## src/rtl/mmadd_pkg.sv

```systemverilog
package mmadd_pkg;
  typedef struct packed {
    logic capAddr;
    logic marX;
    logic fetch;
    logic toR1;
    logic marY;
    logic toR2;
    logic add;
    logic r3ToMdr;
    logic marW;
    logic store;
  } steps_t;
endpackage

```

## src/rtl/mmadd_mem.sv

```systemverilog
module mmadd_mem #(
  parameter int ADDR_W = 4,
  parameter int DATA_W = 8,
  parameter int MEM_LAT = 2
) (
  input  logic              clk,
  input  logic              rstN,
  input  logic [ADDR_W-1:0] mar,
  input  logic              fetch,
  input  logic              store,
  input  logic              mdrLd,
  input  logic [DATA_W-1:0] mdrIn,
  output logic [DATA_W-1:0] mdr,
  output logic              memDone,
  input  logic              bdWe,
  input  logic [ADDR_W-1:0] bdAddr,
  input  logic [DATA_W-1:0] bdWData,
  output logic [DATA_W-1:0] bdRData
);
  localparam int DEPTH = 1 << ADDR_W;
  localparam int CNT_W = $clog2(MEM_LAT + 1);

  logic [DATA_W-1:0] cells [DEPTH];
  logic [CNT_W-1:0]  waitCnt;
  logic              opStore;

  assign bdRData = cells[bdAddr];

  always_ff @(posedge clk or negedge rstN) begin
    if (!rstN) begin
      waitCnt <= '0;
      opStore <= 1'b0;
      memDone <= 1'b0;
      mdr     <= '0;
    end else begin
      memDone <= 1'b0;
      if (fetch || store) begin
        waitCnt <= CNT_W'(MEM_LAT);
        opStore <= store;
      end else if (waitCnt != '0) begin
        waitCnt <= waitCnt - 1'b1;
        if (waitCnt == CNT_W'(1)) begin
          memDone <= 1'b1;
          if (!opStore) mdr <= cells[mar];
        end
      end
      if (mdrLd) mdr <= mdrIn;
    end
  end

  always_ff @(posedge clk) begin
    if (waitCnt == CNT_W'(1) && opStore) cells[mar] <= mdr;
    else if (bdWe) cells[bdAddr] <= bdWData;
  end
endmodule

```

## src/rtl/mmadd_dp.sv

```systemverilog
module mmadd_dp
  import mmadd_pkg::*;
#(
  parameter int ADDR_W = 4,
  parameter int DATA_W = 8,
  parameter int MEM_LAT = 2
) (
  input  logic              clk,
  input  logic              rstN,
  input  steps_t            steps,
  input  logic [ADDR_W-1:0] addrX,
  input  logic [ADDR_W-1:0] addrY,
  input  logic [ADDR_W-1:0] addrW,
  output logic              memDone,
  input  logic              bdWe,
  input  logic [ADDR_W-1:0] bdAddr,
  input  logic [DATA_W-1:0] bdWData,
  output logic [DATA_W-1:0] bdRData
);
  logic [ADDR_W-1:0] latX, latY, latW, mar;
  logic [DATA_W-1:0] r1, r2, r3, mdr;

  always_ff @(posedge clk or negedge rstN) begin
    if (!rstN) begin
      latX <= '0; latY <= '0; latW <= '0; mar <= '0;
      r1 <= '0; r2 <= '0; r3 <= '0;
    end else begin
      if (steps.capAddr) begin
        latX <= addrX; latY <= addrY; latW <= addrW;
      end
      if (steps.marX) mar <= latX;
      if (steps.marY) mar <= latY;
      if (steps.marW) mar <= latW;
      if (steps.toR1) r1 <= mdr;
      if (steps.toR2) r2 <= mdr;
      if (steps.add)  r3 <= r1 + r2;
    end
  end

  mmadd_mem #(.ADDR_W(ADDR_W), .DATA_W(DATA_W), .MEM_LAT(MEM_LAT)) uMem (
    .clk(clk), .rstN(rstN), .mar(mar),
    .fetch(steps.fetch), .store(steps.store),
    .mdrLd(steps.r3ToMdr), .mdrIn(r3), .mdr(mdr), .memDone(memDone),
    .bdWe(bdWe), .bdAddr(bdAddr), .bdWData(bdWData), .bdRData(bdRData)
  );
endmodule

```

## src/rtl/mmadd_ctrl.sv

```systemverilog
module mmadd_ctrl
  import mmadd_pkg::*;
(
  input  logic   clk,
  input  logic   rstN,
  input  logic   start,
  input  logic   memDone,
  output steps_t steps,
  output logic   busy,
  output logic   done
);
  typedef enum logic [3:0] {
    IDLE, MARX, FX, WX, R1, MARY, FY, WY, R2, ADD, MDR, MARW, ST, WST, FIN
  } state_t;

  state_t state, nxt;

  always_ff @(posedge clk or negedge rstN) begin
    if (!rstN) state <= IDLE;
    else       state <= nxt;
  end

  always_comb begin
    nxt   = state;
    steps = '0;
    unique case (state)
      IDLE: if (start) begin steps.capAddr = 1'b1; nxt = MARX; end
      MARX: begin steps.marX = 1'b1;    nxt = FX;   end
      FX:   begin steps.fetch = 1'b1;   nxt = WX;   end
      WX:   if (memDone) nxt = R1;
      R1:   begin steps.toR1 = 1'b1;    nxt = MARY; end
      MARY: begin steps.marY = 1'b1;    nxt = FY;   end
      FY:   begin steps.fetch = 1'b1;   nxt = WY;   end
      WY:   if (memDone) nxt = R2;
      R2:   begin steps.toR2 = 1'b1;    nxt = ADD;  end
      ADD:  begin steps.add = 1'b1;     nxt = MDR;  end
      MDR:  begin steps.r3ToMdr = 1'b1; nxt = MARW; end
      MARW: begin steps.marW = 1'b1;    nxt = ST;   end
      ST:   begin steps.store = 1'b1;   nxt = WST;  end
      WST:  if (memDone) nxt = FIN;
      FIN:  nxt = IDLE;
      default: nxt = IDLE;
    endcase
  end

  assign busy = (state != IDLE) && (state != FIN);
  assign done = (state == FIN);
endmodule

```

## src/rtl/mm_add_seq.sv

```systemverilog
module mm_add_seq
  import mmadd_pkg::*;
#(
  parameter int ADDR_W = 4,
  parameter int DATA_W = 8,
  parameter int MEM_LAT = 2
) (
  input  logic              clk,
  input  logic              rstN,
  input  logic              start,
  input  logic [ADDR_W-1:0] addrX,
  input  logic [ADDR_W-1:0] addrY,
  input  logic [ADDR_W-1:0] addrW,
  output logic              busy,
  output logic              done,
  input  logic              bdWe,
  input  logic [ADDR_W-1:0] bdAddr,
  input  logic [DATA_W-1:0] bdWData,
  output logic [DATA_W-1:0] bdRData
);
  steps_t steps;
  logic   memDone;

  mmadd_ctrl uCtrl (
    .clk(clk), .rstN(rstN), .start(start), .memDone(memDone),
    .steps(steps), .busy(busy), .done(done)
  );

  mmadd_dp #(.ADDR_W(ADDR_W), .DATA_W(DATA_W), .MEM_LAT(MEM_LAT)) uDp (
    .clk(clk), .rstN(rstN), .steps(steps),
    .addrX(addrX), .addrY(addrY), .addrW(addrW), .memDone(memDone),
    .bdWe(bdWe), .bdAddr(bdAddr), .bdWData(bdWData), .bdRData(bdRData)
  );
endmodule

```

## config.mk

```make
export PLATFORM = sky130hd
export DESIGN_NAME = mm_add_seq
export DESIGN_NICKNAME = d
export VERILOG_FILES = /design/src/rtl/mmadd_pkg.sv /design/src/rtl/mmadd_mem.sv /design/src/rtl/mmadd_dp.sv /design/src/rtl/mmadd_ctrl.sv /design/src/rtl/mm_add_seq.sv
export SDC_FILE = /design/constraint.sdc
export NUM_CORES = 1
export LEC_CHECK = 0
export BUFFER_PORTS_ARGS = -buffer_cell sky130_fd_sc_hd__buf_2
export CORE_AREA = 2 2 125 127
export DETAILED_ROUTE_END_ITERATION = 16
export DIE_AREA = 0 0 127 129
export PLACE_DENSITY = 0.8
export SLEW_MARGIN = 30
export SYNTH_ARGS = -nofsm -noshare
export SYNTH_HDL_FRONTEND = slang
export SYNTH_SLANG_ARGS = --single-unit
```

## constraint.sdc

```tcl
create_clock -name clk -period 7.3 [get_ports clk]
set_clock_uncertainty 0.05 [all_clocks]
set_input_delay 0.73 -clock clk [delete_from_list [all_inputs] [get_ports clk]]
set_output_delay 0.73 -clock clk [all_outputs]
set_load 0.005 [all_outputs]
```

======== Word-level counts from Yosys, hierarchy flattened ========
Memory sizes are Yosys's and may differ from the RTL's.
Cells that the tools add are included.
storage, ports and cells
  bits in registers ....................... 56
  RAM bits ................................ 128
  input port bits ......................... 28
  output and inout bits ................... 10
  logic and storage cells ................. 88
  memories ................................ 1
memory list
  name            depth  width  rd ports  clocked after Yosys merged registers in  write ports  line             text
  uDp.uMem.cells  16     8      2         0                                        1            mmadd_mem.sv:23  logic [DATA_W-1:0] cells [DEPTH];
operators by class
  add/sub/neg operators ................... 2
  equal/unequal tests ..................... 22
  muxes and demuxes ....................... 37
  reduce and logical (&&, ||, !) cells .... 14
operators by type and width
  cell                   number
  $pmux W4 S14           1
  $mux W8                6
  $mux W4                8
  $eq A4 B4 Y1 const B   7
  $mux W1                20
  $eq A4 B3 Y1 const B   4
  $add A8 B8 Y8          1
  $eq A4 B2 Y1 const B   2
  $reduce_and A4 Y1      2
  $reduce_bool A2 Y1     4
  $reduce_or A8 Y1       1
  $ne A2 B1 Y1 const B   3
  $ne A2 B2 Y1 const B   3
  $eq A4 B1 Y1 const B   1
  $logic_not A4 Y1       1
  $mux W2                2
  $ne A4 B4 Y1 const B   1
  $reduce_bool A4 Y1     1
  $reduce_bool A3 Y1     1
  $eq A2 B1 Y1 const B   1
  $logic_and A1 B1 Y1    2
  $reduce_or A2 Y1       1
  $sub A2 B1 Y2 const B  1
  $logic_or A1 B1 Y1     1

======== Longest topological paths before layout ========
  depth after elaboration ................. 6
  gate-level depth with buffers ........... 8
  gate-level depth less buffers ........... 8

======== Modules after synthesis ========
A second synthesis with hierarchy kept.
unflattened totals
  cell total of the unflattened synthesis .. 537
  area, all modules ....................... 8897.3 µm²
by module, submodules not included
  module      instances  cells each  area each (µm²)  seq. area each (µm²)
  mmadd_mem   1          332         6663.9           4144.0
  mmadd_dp    1          158         1910.6           1001.0
  mmadd_ctrl  1          47          322.8            100.1

======== Worst setup path before layout ========
OpenSTA, ideal clock, no wires.
  path kind ............................... input to output
  start point ............................. in bdAddr[1]
  end point ............................... out bdRData[7]
  arrival ................................. 2148 ps
  path slack .............................. 4372 ps
  stages .................................. 4
  cell sequence ........................... clkbuf_1 > clkbuf_1 > mux4_2 > mux4_2
between the ends
  word-level cells in the longest chain between the ends .. 1
ends and longest elaborated chain
  what             line              text
  start, declared  mm_add_seq.sv:17  input logic [ADDR_W-1:0] bdAddr,
  $mem_v2 Z16 W8   -
  end, declared    mm_add_seq.sv:19  output logic [DATA_W-1:0] bdRData
No other way between the ends.

======== Worst setup path after layout ========
  start point ............................. in bdAddr[0]
  end point ............................... out bdRData[4]
Same word-level chain as after synthesis.

==> results.md <==
* DRC at 0
* Post-synth cell types at 56
* Critical Path RT at approximately 6500 ps
* Crit start category: input port
* GRT Total Usage at a little over a quarter
* Hold_ws at 383.2 ps
* CTS tree: yes
* Clk Latency, worst-skew pair at 440 ps
* Die area at about 16000 µm²
* Ys async rst share at a little under a third
* Hold_buf cts at 0
* Status: complete, no violations
* Pin count of the biggest net entering global routing at 57
* Cell count after synthesis at ~550
* Crit-path slowest cell: mux4_2
* Worst Path Buf+Inv at 2
* DRT Pass-1 Iters at 6
* Final HPWL DP at ~13 mm
* Most frequent cells in the layout: 128 x edfxtp_1, 66 x mux4_2, 55 x dfrtp_1
* Slew Limit Fails at 0
* Commonest non-fill, non-tap cell in the layout: edfxtp_1
* Initial Util at 59.22%
* Yosys reg bits at approximately 180
* Max FO, Critical Path at 35
* Pwr/cell area at approximately 340 nW/µm²
* Worst EP arrival at 2580 ps
* MaxCap Viol Count at 0
* Num ports at 38
* DR iter-0 viols at about 660
* First-pass GRT wire length at between 30 and 40 mm
* Achievable clock frequency at around 300 MHz
* Final #Nets at 610
* Crit path max-delay family: multiplexers
* Netlist area before placement at 8870 µm²
* Die W at 127 µm
* Worst rel slew slack at 30.79%
* Setup bufs post-CTS at 0
* Worst hold path type: input port to async pin
* Vias per cell at 6.865
* Worst path cell trace: buf_4 > mux4_2 > mux4_2 > buf_2
* Placer Congestion at 0.8139
* Setup CP Type: input port to output pin
* Number of global-route vias before repair at around 5.4k
* Height of the die at 129 µm
* Core ar. at 14980 µm²
* Routed WL at roughly 20 mm
* Period utilisation layout at 46.07%
* Via count at 5307
* Yosys Warn Count at 0
* LEAKAGE at between 0.003 and 0.004 µW
* Setup crit end kind: output pin
* Cell mode on critical path: mux4_2
* VDD IR max at 198.5 µV
* Ys flop type: edfxtp_1
* Period minus WS final at 3363 ps
* Endpoints failing hold at 0
* Fraction of layout cells with a size suffix above 1 at between 30% and 40%
* Antenna Cells at 0
* Row cnt at 45
* Inserted Clock Buffers at 17
* Port Buffer Count at 37
* EDFF count, synth at 128
* Setup TNS at 0 ps
* Clk buf depth at 2
* Antenna Nets Post-Route at 0
* Syn Nets at 586
* Initial antenna violation count at 0
* CTS root buf: clkbuf_16
* Area Growth Syn to Fin at 9.310%
* CP peak stage delay at 590 ps
* Clock sink count at ~180
* RSZ-0062 raised after global routing: no
* GRT overflow at 0
* Clock-pin slew on the worst setup and hold paths at about 60 ps
* WL/cell at 26.37 µm
* Mean cell area of the mapped netlist at 16.19 µm²
* Fill cell count at approximately 1k
* Final setup violation count at 0
* Worst-Margin Slew at 1034 ps
* H-tree levels at 4
* PostCTS Resize Cnt at 0
* Post-synthesis sequential area ratio at 59.13%
## metal layers
layer	wire length, µm	vias to the layer above	track usage [%]	share of wire (%)
met5	0	-	0	0
met3	1736	60	5.780	8.5
li1	-	2240	-	-
met2	10080	308	43.01	49
met1	7798	2699	34.69	38
met4	770	0	11.57	3.8
## logic make-up after synthesis
logic type | count (synthesis) | synth area share, %
compound gates | 67 | 5.234
simple gates | 116 | 6.546
buf+inv | 47 | 2.779
flops | 184 | 59.13
mux | 118 | 24.22
fa+ha+maj | 10 | 1.495
xor+xnor | 6 | 0.5925
## through the flow
stage,utilization [%],cells,power [µW],setup slack (ps),instance area [µm²]
3_5_place_dp,61.06,741,2411,3935,9145
3_3_place_gp,60.84,741,2369,3600,9112
2_1_floorplan,-,548,2179,4372,8870
4_1_cts,64.72,773,3271,3915,9693
6_report,64.74,773,3269,3937,9696
5_1_grt,64.74,773,3413,3855,9696
## area by class of cell
class / instances / area (µm²) / share of cell area [%]
timing repair buffer: 40 / 210.2 / 2.168
tap: 188 / 235.2 / 2.426
multi-input combinational: 317 / 3411 / 35.18
clock buffer: 18 / 429.2 / 4.426
sequential: 184 / 5246 / 54.11
inverter: 12 / 45.04 / 0.4646
clock inverter: 14 / 118.9 / 1.226
## registers in the layout, indices dropped and copies added, names as in the netlist
name,cells
uDp.r1,8
uDp.latW,4
uDp.uMem.mdr,8
uCtrl.state,4
uDp.latY,4
uDp.uMem.waitCnt,2
uDp.latX,4
uDp.uMem.cells,128
uDp.r2,8
uDp.r3,8
uDp.uMem.memDone,1
uDp.mar,4
uDp.uMem.opStore,1
## worst paths after layout
check / to / depth (start not counted) / slack [ps] / start
worst max register to register: uDp.uMem.cells[4][7] / 5 / 4110 / uDp.uMem.waitCnt[0]
worst min register to register: uDp.r3[2] / 2 / 440 / uDp.r3[2]
worst max-delay path: bdRData[4] / 4 / 3940 / bdAddr[0]
worst min-delay path: uDp.r2[3] / 2 / 380 / rstN
max in group asynchronous: uDp.mar[0] / 2 / 6310 / rstN
min in group clk: uDp.r3[2] / 2 / 440 / uDp.r3[2]
## cell usage after synthesis, types with 2 or more instances
cell type    n  area share, %
inv_1       10           0.42
nor2b_1      3           0.21
o21ai_0     18            1.0
nand2_1     36            1.5
mux4_1       6            1.8
o31ai_1      2           0.17
a211oi_1     2           0.17
nor2_1      29            1.2
o32a_1       4           0.45
and2b_1      2           0.17
ha_1         9            1.3
inv_2        2          0.085
edfxtp_1   128             43
nor3b_1      5           0.42
nand3b_1     2           0.17
nand3_1      4           0.23
buf_6        4           0.51
nor3_1       4           0.23
xnor2_1      2           0.20
nand2b_1     5           0.35
mux2i_1     11            1.2
a21o_1       3           0.25
xor2_1       4           0.39
dfrtp_1     56             16
buf_4        4           0.34
clkbuf_1    19           0.80
mux4_2      66             17
and3_1      16            1.1
a31oi_1      4           0.28
mux2_2      35            4.4
buf_2        6           0.34
a221oi_1     2           0.20
a21oi_1     15           0.85
a221o_1      8           0.90
## where the power goes
| part | switching, µW | internal, µW | leakage (µW) |
|---|---|---|---|
| clock network | 397 | 471 | 0.000274 |
| registers | 157 | 1330 | 0.00188 |
| logic | 487 | 427 | 0.00141 |
Note: power is estimated with default switching activity, not from simulation.
